### config.mk
export PLATFORM = sky130hd
export DESIGN_NAME = dac_wave_synth
export DESIGN_NICKNAME = d
export VERILOG_FILES = /design/src/rtl/wsynth_pkg.sv /design/src/rtl/wsynth_span.sv /design/src/rtl/wsynth_lfsr.sv /design/src/rtl/wsynth_tri.sv /design/src/rtl/wsynth_mix.sv /design/src/rtl/dac_wave_synth.sv
export SDC_FILE = /design/constraint.sdc
export NUM_CORES = 1
export LEC_CHECK = 0
export CAP_MARGIN = 10
export CORE_MARGIN = 5
export CORE_UTILIZATION = 40
export DETAILED_ROUTE_END_ITERATION = 10
export PLACE_DENSITY = 0.62
export SETUP_SLACK_MARGIN = 0.3
export SLEW_MARGIN = 20
export SYNTH_ARGS = -nofsm -noshare
export SYNTH_HDL_FRONTEND = slang
export SYNTH_HIERARCHICAL = 1
export SYNTH_SLANG_ARGS = --single-unit
### constraint.sdc
create_clock -name clk -period 5.7 [get_ports clk]
set_clock_uncertainty 0.05 [all_clocks]
set_input_delay 1.14 -clock clk [delete_from_list [all_inputs] [get_ports clk]]
set_output_delay 1.14 -clock clk [all_outputs]
set_load 0.01 [all_outputs]
### src/rtl/wsynth_pkg.sv
package wsynth_pkg;

    parameter int WS_DW = 12;
    parameter int WS_CW = 4;

    typedef enum logic [1:0] {
        WV_OFF     = 2'b00,
        WV_NOISE   = 2'b01,
        WV_TRI     = 2'b10,
        WV_TRI_ALT = 2'b11
    } wave_mode_e;

    typedef struct packed {
        logic               down;
        logic [WS_DW-1:0]   cnt;
    } tri_state_t;

    function automatic logic is_triangle(input wave_mode_e m);
        return (m == WV_TRI) || (m == WV_TRI_ALT);
    endfunction

endpackage

### src/rtl/wsynth_span.sv
module wsynth_span
    import wsynth_pkg::*;
#(
    parameter int DW = WS_DW,
    parameter int CW = WS_CW
) (
    input  logic [CW-1:0] code,
    output logic [DW-1:0] span
);
    localparam int CODE_MAX = (1 << CW) - 1;

    initial begin
        if (CODE_MAX < DW - 1)
            $error("span code too narrow for data width");
    end

    // Thermometer decode: bit i is open when the code reaches i.
    // Codes past the top bit open every bit, which gives saturation.
    for (genvar i = 0; i < DW; i++) begin : g_bit
        assign span[i] = (int'(code) >= i);
    end
endmodule

### src/rtl/wsynth_lfsr.sv
module wsynth_lfsr #(
    parameter int              DW   = wsynth_pkg::WS_DW,
    parameter logic [DW-1:0]   SEED = DW'(12'hACE),
    parameter logic [DW-1:0]   TAPS = DW'(12'b1000_0010_1001)
) (
    input  logic          clk,
    input  logic          rst,
    input  logic          clr,
    input  logic          step,
    output logic [DW-1:0] shifted,
    output logic [DW-1:0] state
);
    logic fb;

    assign fb      = ^(state & TAPS);
    assign shifted = {state[DW-2:0], fb};

    always_ff @(posedge clk) begin
        if (rst || clr)
            state <= SEED;
        else if (step)
            state <= shifted;
    end

    p_lfsr_live_r4: assert property (@(posedge clk) disable iff (rst)
        state != '0);

    p_lfsr_still_r4: assert property (@(posedge clk) disable iff (rst)
        (!step && !clr) |=> $stable(state));

    p_lfsr_reload_r9: assert property (@(posedge clk) disable iff (rst)
        clr |=> (state == SEED));
endmodule

### src/rtl/wsynth_tri.sv
module wsynth_tri
    import wsynth_pkg::*;
#(
    parameter int DW = WS_DW
) (
    input  logic          clk,
    input  logic          rst,
    input  logic          clr,
    input  logic          step,
    input  logic [DW-1:0] peak,
    output logic [DW-1:0] cnt_nx,
    output logic [DW-1:0] cnt
);
    tri_state_t cur, nxt;

    always_comb begin
        nxt = cur;
        if (!cur.down) begin
            if (cur.cnt >= peak) begin
                nxt.down = 1'b1;
                nxt.cnt  = cur.cnt - 1'b1;
            end else begin
                nxt.cnt  = cur.cnt + 1'b1;
            end
        end else begin
            if (cur.cnt == '0) begin
                nxt.down = 1'b0;
                nxt.cnt  = cur.cnt + 1'b1;
            end else begin
                nxt.cnt  = cur.cnt - 1'b1;
            end
        end
    end

    always_ff @(posedge clk) begin
        if (rst || clr)
            cur <= '0;
        else if (step)
            cur <= nxt;
    end

    assign cnt_nx = nxt.cnt;
    assign cnt    = cur.cnt;

    p_tri_unit_step_r6: assert property (@(posedge clk) disable iff (rst)
        (step && !clr) |=> ((cnt == $past(cnt) + 1'b1) || (cnt == $past(cnt) - 1'b1)));

    p_tri_clear_r9: assert property (@(posedge clk) disable iff (rst)
        clr |=> (cnt == '0));
endmodule

### src/rtl/wsynth_mix.sv
module wsynth_mix
    import wsynth_pkg::*;
#(
    parameter int DW = WS_DW
) (
    input  wave_mode_e    mode,
    input  logic [DW-1:0] base,
    input  logic [DW-1:0] noise_v,
    input  logic [DW-1:0] tri_v,
    input  logic [DW-1:0] span,
    output logic [DW-1:0] sum
);
    logic [DW-1:0] gen;
    logic [DW:0]   wide;

    always_comb begin
        if (mode == WV_NOISE)
            gen = noise_v & span;
        else if (is_triangle(mode))
            gen = tri_v;
        else
            gen = '0;
        wide = {1'b0, base} + {1'b0, gen};
        sum  = wide[DW] ? '1 : wide[DW-1:0];
    end
endmodule

### src/rtl/dac_wave_synth.sv
module dac_wave_synth
    import wsynth_pkg::*;
#(
    parameter int            DW   = WS_DW,
    parameter int            CW   = WS_CW,
    parameter logic [DW-1:0] SEED = DW'(12'hACE)
) (
    input  logic          clk,
    input  logic          rst,
    input  logic          chan_on,
    input  logic          trig_en,
    input  logic          trig,
    input  logic [1:0]    wave_sel,
    input  logic [CW-1:0] amp_code,
    input  logic [DW-1:0] base_val,
    output logic [DW-1:0] dout
);
    wave_mode_e    mode;
    logic          fire, noise_step, tri_step, clr;
    logic [DW-1:0] span, lfsr_nx, lfsr_q, tri_nx, tri_q, mixed;

    assign mode       = wave_mode_e'(wave_sel);
    assign clr        = !chan_on;
    assign fire       = chan_on && trig_en && trig;
    assign noise_step = fire && (mode == WV_NOISE);
    assign tri_step   = fire && is_triangle(mode);

    wsynth_span #(.DW(DW), .CW(CW)) u_span (
        .code (amp_code),
        .span (span)
    );

    wsynth_lfsr #(.DW(DW), .SEED(SEED)) u_lfsr (
        .clk     (clk),
        .rst     (rst),
        .clr     (clr),
        .step    (noise_step),
        .shifted (lfsr_nx),
        .state   (lfsr_q)
    );

    wsynth_tri #(.DW(DW)) u_tri (
        .clk    (clk),
        .rst    (rst),
        .clr    (clr),
        .step   (tri_step),
        .peak   (span),
        .cnt_nx (tri_nx),
        .cnt    (tri_q)
    );

    wsynth_mix #(.DW(DW)) u_mix (
        .mode    (mode),
        .base    (base_val),
        .noise_v (lfsr_nx),
        .tri_v   (tri_nx),
        .span    (span),
        .sum     (mixed)
    );

    always_ff @(posedge clk) begin
        if (rst)
            dout <= '0;
        else if (chan_on) begin
            if (!trig_en)
                dout <= base_val;
            else if (trig)
                dout <= mixed;
        end
    end

    p_follow_base_r2: assert property (@(posedge clk) disable iff (rst)
        (chan_on && !trig_en) |=> (dout == $past(base_val)));

    p_hold_no_trig_r3: assert property (@(posedge clk) disable iff (rst)
        (chan_on && trig_en && !trig) |=> $stable(dout));

    p_no_overflow_r8: assert property (@(posedge clk) disable iff (rst)
        fire |=> (dout >= $past(base_val)));

    p_off_hold_r9: assert property (@(posedge clk) disable iff (rst)
        !chan_on |=> $stable(dout));

    p_tri_within_r7: assert property (@(posedge clk) disable iff (rst)
        (tri_step && $stable(amp_code)) |=> (tri_q <= span || tri_q < $past(tri_q)));
endmodule

* Yosys cells after proc, flatten, opt, wreduce, memory -nomap -nowiden
Cells that the tools add are included.
Widths: inputs -> output; s select.
** Cells by class
- Bitwise logic cells :: 1
- Reductions and logical operators :: 10
- Order comparisons :: 12
- Eq/ne operators :: 4
- Multiplexer cells :: 10
- Add/sub/neg operators :: 3
** Operators with widths (count)
- $mux 12 :: 7
- $ge 4x3->1 const B :: 4
- $ge 4x4->1 const B :: 4
- $add 12x12->13 :: 1
- $mux 13 :: 1
- $add 12x1->12 const B :: 1
- $and 12x12->12 :: 1
- $ge 12x12->1 :: 1
- $logic_not 12->1 :: 1
- $reduce_xor 12->1 :: 1
- $sub 12x1->12 const B :: 1
- $ge 4x2->1 const B :: 2
- $eq 2x2->1 const B :: 2
- $ge 4x1->1 const B :: 1
- $logic_and 1x1->1 :: 4
- $eq 2x1->1 const B :: 1
- $logic_or 1x1->1 :: 2
- $mux 1 :: 2
- $ne 2x1->1 const B :: 1
- $reduce_and 2->1 :: 1
- $logic_not 1->1 :: 1
** Storage, ports and cells
- Output and inout port bits :: 12
- Register bits after elaboration :: 37

* Longest topological paths before layout
- Depth in word-level cells :: 10
- Depth in mapped cells :: 23
- Depth with buffers taken out :: 19

* By module
The synthesis kept the hierarchy.
** Modules (own cells, without submodules)
- wsynth_tri :: area an instance 1765.4 µm², cells each 239, times used 1
- wsynth_mix :: area an instance 748.2 µm², cells each 99, times used 1
- dac_wave_synth :: area an instance 654.4 µm², cells each 61, times used 1
- wsynth_lfsr :: area an instance 559.3 µm², cells each 55, times used 1
- wsynth_span :: area an instance 106.4 µm², cells each 16, times used 1

* Worst setup path before layout
No wires, ideal clock.
- Path type :: input to register
- From :: input amp_code[1]
- To :: register dout[10]
- Slack :: 0.064 ns
- Path buffers :: 3
- Data arrival time :: 5.440 ns
- Data required time :: 5.504 ns
- Setup time :: 0.146 ns
- Stages :: 22
- Cell sequence :: clkbuf_1 a21oi_1 nor2b_1 inv_1 ha_1 nand4_1 nor4_1 and2_1 clkbuf_1 o21ai_4 mux2i_1 xnor2_1 buf_4 a32o_1 ha_1 and2b_4 o2111ai_2 a21oi_2 or4_1 a311o_1 mux2i_1 a211oi_2
** RTL lines
- start: declaration :: line dac_wave_synth.sv:14 : input logic [CW-1:0] amp_code,
- end signal: assignment :: line dac_wave_synth.sv:66 : dout <= base_val;
- end signal: assignment :: line dac_wave_synth.sv:68 : dout <= mixed;
- end: declaration :: line dac_wave_synth.sv:16 : output logic [DW-1:0] dout

* Worst setup path after layout
- From :: input amp_code[1]
- To :: register dout[10]
** Between the ends
- Longest elaborated chain between the ends :: 10
- Elaborated cells between the ends (all ways) :: 21
** Ends and longest elaborated chain
- $ge 4x3->1 :: line wsynth_span.sv:20 : assign span[i] = (int'(code) >= i);
- named net span[7] :: line dac_wave_synth.sv:20 : logic [DW-1:0] span, lfsr_nx, lfsr_q, tri_nx, tri_q, mixed;
- $ge 12x12->1 :: line wsynth_tri.sv:19 : if (cur.cnt >= peak) begin
- $mux 12 :: line wsynth_tri.sv:19
- $mux 13 :: line wsynth_tri.sv:18 : if (!cur.down) begin
- named net tri_nx[5] :: line dac_wave_synth.sv:20
- $mux 12 :: line wsynth_mix.sv:19 : else if (is_triangle(mode))
- $mux 12 :: line wsynth_mix.sv:17 : if (mode == WV_NOISE)
- $add 12x12->13 :: line wsynth_mix.sv:23 : wide = {1'b0, base} + {1'b0, gen};
- $mux 12 :: line wsynth_mix.sv:24 : sum = wide[DW] ? '1 : wide[DW-1:0];
- named net mixed[10] :: line dac_wave_synth.sv:20
- $mux 12 :: line dac_wave_synth.sv:67 : else if (trig)
- $mux 12 :: line dac_wave_synth.sv:65 : if (!trig_en)
The timed path passes the listed nets, and every way through them passes these cells. The select of a mux whose other input is x is not followed.
A chain may end at the register's enable or synchronous reset.

==> results.cfg <==
[power]
power_density_mw_per_mm2 = 144
ir_worst_vdd_v = 0.0000998
p_leak_uw = 0.00191

[clocking]
numCtsBuffers = 5
htree_levels = 2
clk-insertion-delay-late_ns = 0.30
cts_hold_buf = 0
clk_path_buf_depth = 2
cts-root-buf = clkbuf_8
cts_tree = done
cts.sinks = 37
path_clk_slew_ns = 0.08

[detailed_routing]
viasPerCell = 5.61
routed_wl_mm = 9.97
vias = 3425
drt_iter0_drc = 107
avgRoutedWirePerCell_um = 16.3
drc = 0
dr.pass1.iters = 4
ant_nets = 0

[worst_setup_path]
start_kind = input port
required_ns = 5.83
end_kind = flip-flop
path_max_fanout = 6
cp.arrival_ns = 5.30
crit_type = in2reg

[yosys]
syn_nets = 497
avgSynthCellArea_sq_um = 8.19
yosys_warnings = 6
synth_cells = 447
synthesis.area_sq_mm = 0.00366

[finish]
fin_nets = 549
final_common_cell = buf_4
synthToLayoutAreaGrowth_pct = 21.8
instances_no_fill = 611
final_cell_mix = buf_4, nand2_1, dfxtp_1, mux2i_1, a21oi_1
stdcell_area_sq_mm = 0.00446
diodes = 0
layout-drive-gt1-share_pct = 23.2

[timing]
grt_setup_unrepaired = no
slew_headroom_pct = 48.2
drv_slew = 0
min_period_ns = 5.18
finalCritPeriodShare_pct = 90.8
final-setup-viol-count = 0
hold_viol_final = 0
fmax_mhz = 193
tightest_slew_ns = 0.776

[global_route]
grt_pass1_vias = 3527
grt_overflow = 0
antenna_found_initial = 0
grt_pass1_wl_mm = 16.9
grtUsageTotal_pct = 18.2
grt_max_degree = 25

[place]
gp_congestion = 0.906
placed_area_sq_mm = 0.00425
io_buffers = 34
dp.cells = 598
place_hpwl_mm = 7.79

[status]
outcome = complete, no violations

[job]
cap_violations = 0

[die]
core_sq_mm = 0.00906
die_x_um = 106
std_cell_rows = 35
chipHeight_um = 106
fp.dieArea_sq_mm = 0.0112
initial_core_util_pct = 40.4
io_pins = 35

[hold_path]
hold_path.class = reg2reg
power by group:
group          internal [uW]  switching (uW)  leakage, uW
clock network           85.1             106    0.0000450
registers                266            4.68     0.000301
logic                   91.3            89.5      0.00156
total                    443             201      0.00191
flip-flops by register name, indices dropped and copies added (netlist names):
register / cells
dout: 12
u_tri/cnt: 12
u_tri/cur: 1
u_lfsr/state: 12
metal layers:
layer / up-vias / routed length, um / track usage, %
li1: 1741 / - / -
met1: 1597 / 4460 / 22.0
met2: 71 / 4930 / 32.6
met3: 16 / 394 / 3.55
met4: 0 / 182 / 5.46
met5: - / 0 / 0
timing repair:
action / 4_1_cts / 5_1_grt
buffers inserted: 1 / 4
endpoints found under the setup margin: 11 / 11
gates cloned: 0 / 0
gates resized for setup: 11 / 21
pin swaps: 3 / 14
final timing paths:
kind | from | slack [ns] | cells after the start | end
max | amp_code[1] | 0.52 | 20 | dout[10]
min | u_lfsr/state[7] | 0.46 | 2 | u_lfsr/state[7]
max reg2reg | u_tri/cnt[0] | 0.93 | 16 | dout[10]
min reg2reg | u_lfsr/state[7] | 0.46 | 2 | u_lfsr/state[7]
critical path: stages:
cell	delay (ns)
clkbuf_2	0.14
buf_4	0.16
a31o_2	0.25
inv_1	0.06
ha_1	0.25
a21oi_2	0.12
o21a_1	0.22
o221ai_4	0.14
o21ai_4	0.27
buf_4	0.18
mux2i_1	0.21
xnor2_1	0.11
a32o_1	0.24
ha_1	0.35
a21oi_2	0.23
a21oi_2	0.09
or4_1	0.52
a311o_1	0.36
mux2i_1	0.19
a211oi_2	0.09
cell type report:
cell class                      count  area, sq um
Clock buffer                        6         72.6
Multi-Input combinational cell    345         2690
Clock inverter                      2         10.0
Inverter                           24         90.1
Tap cell                          111          139
Timing Repair Buffer               86          714
Fill cell                         865         4610
Sequential cell                    37          741
through the flow:
stage          total power [uW]  setup TNS, ns  setup slack [ns]  utilization [%]  hold WS, ns
2_1_floorplan               377              0             0.318                -        0.412
3_3_place_gp                448         -0.338            -0.120             46.9        0.436
3_5_place_dp                450          -1.01            -0.190             46.9        0.440
4_1_cts                     649              0             0.395             48.2        0.462
5_1_grt                     681              0             0.301             49.2        0.492
6_report                    643              0             0.524             49.2        0.459
Note: power is estimated with default switching activity, not from simulation.
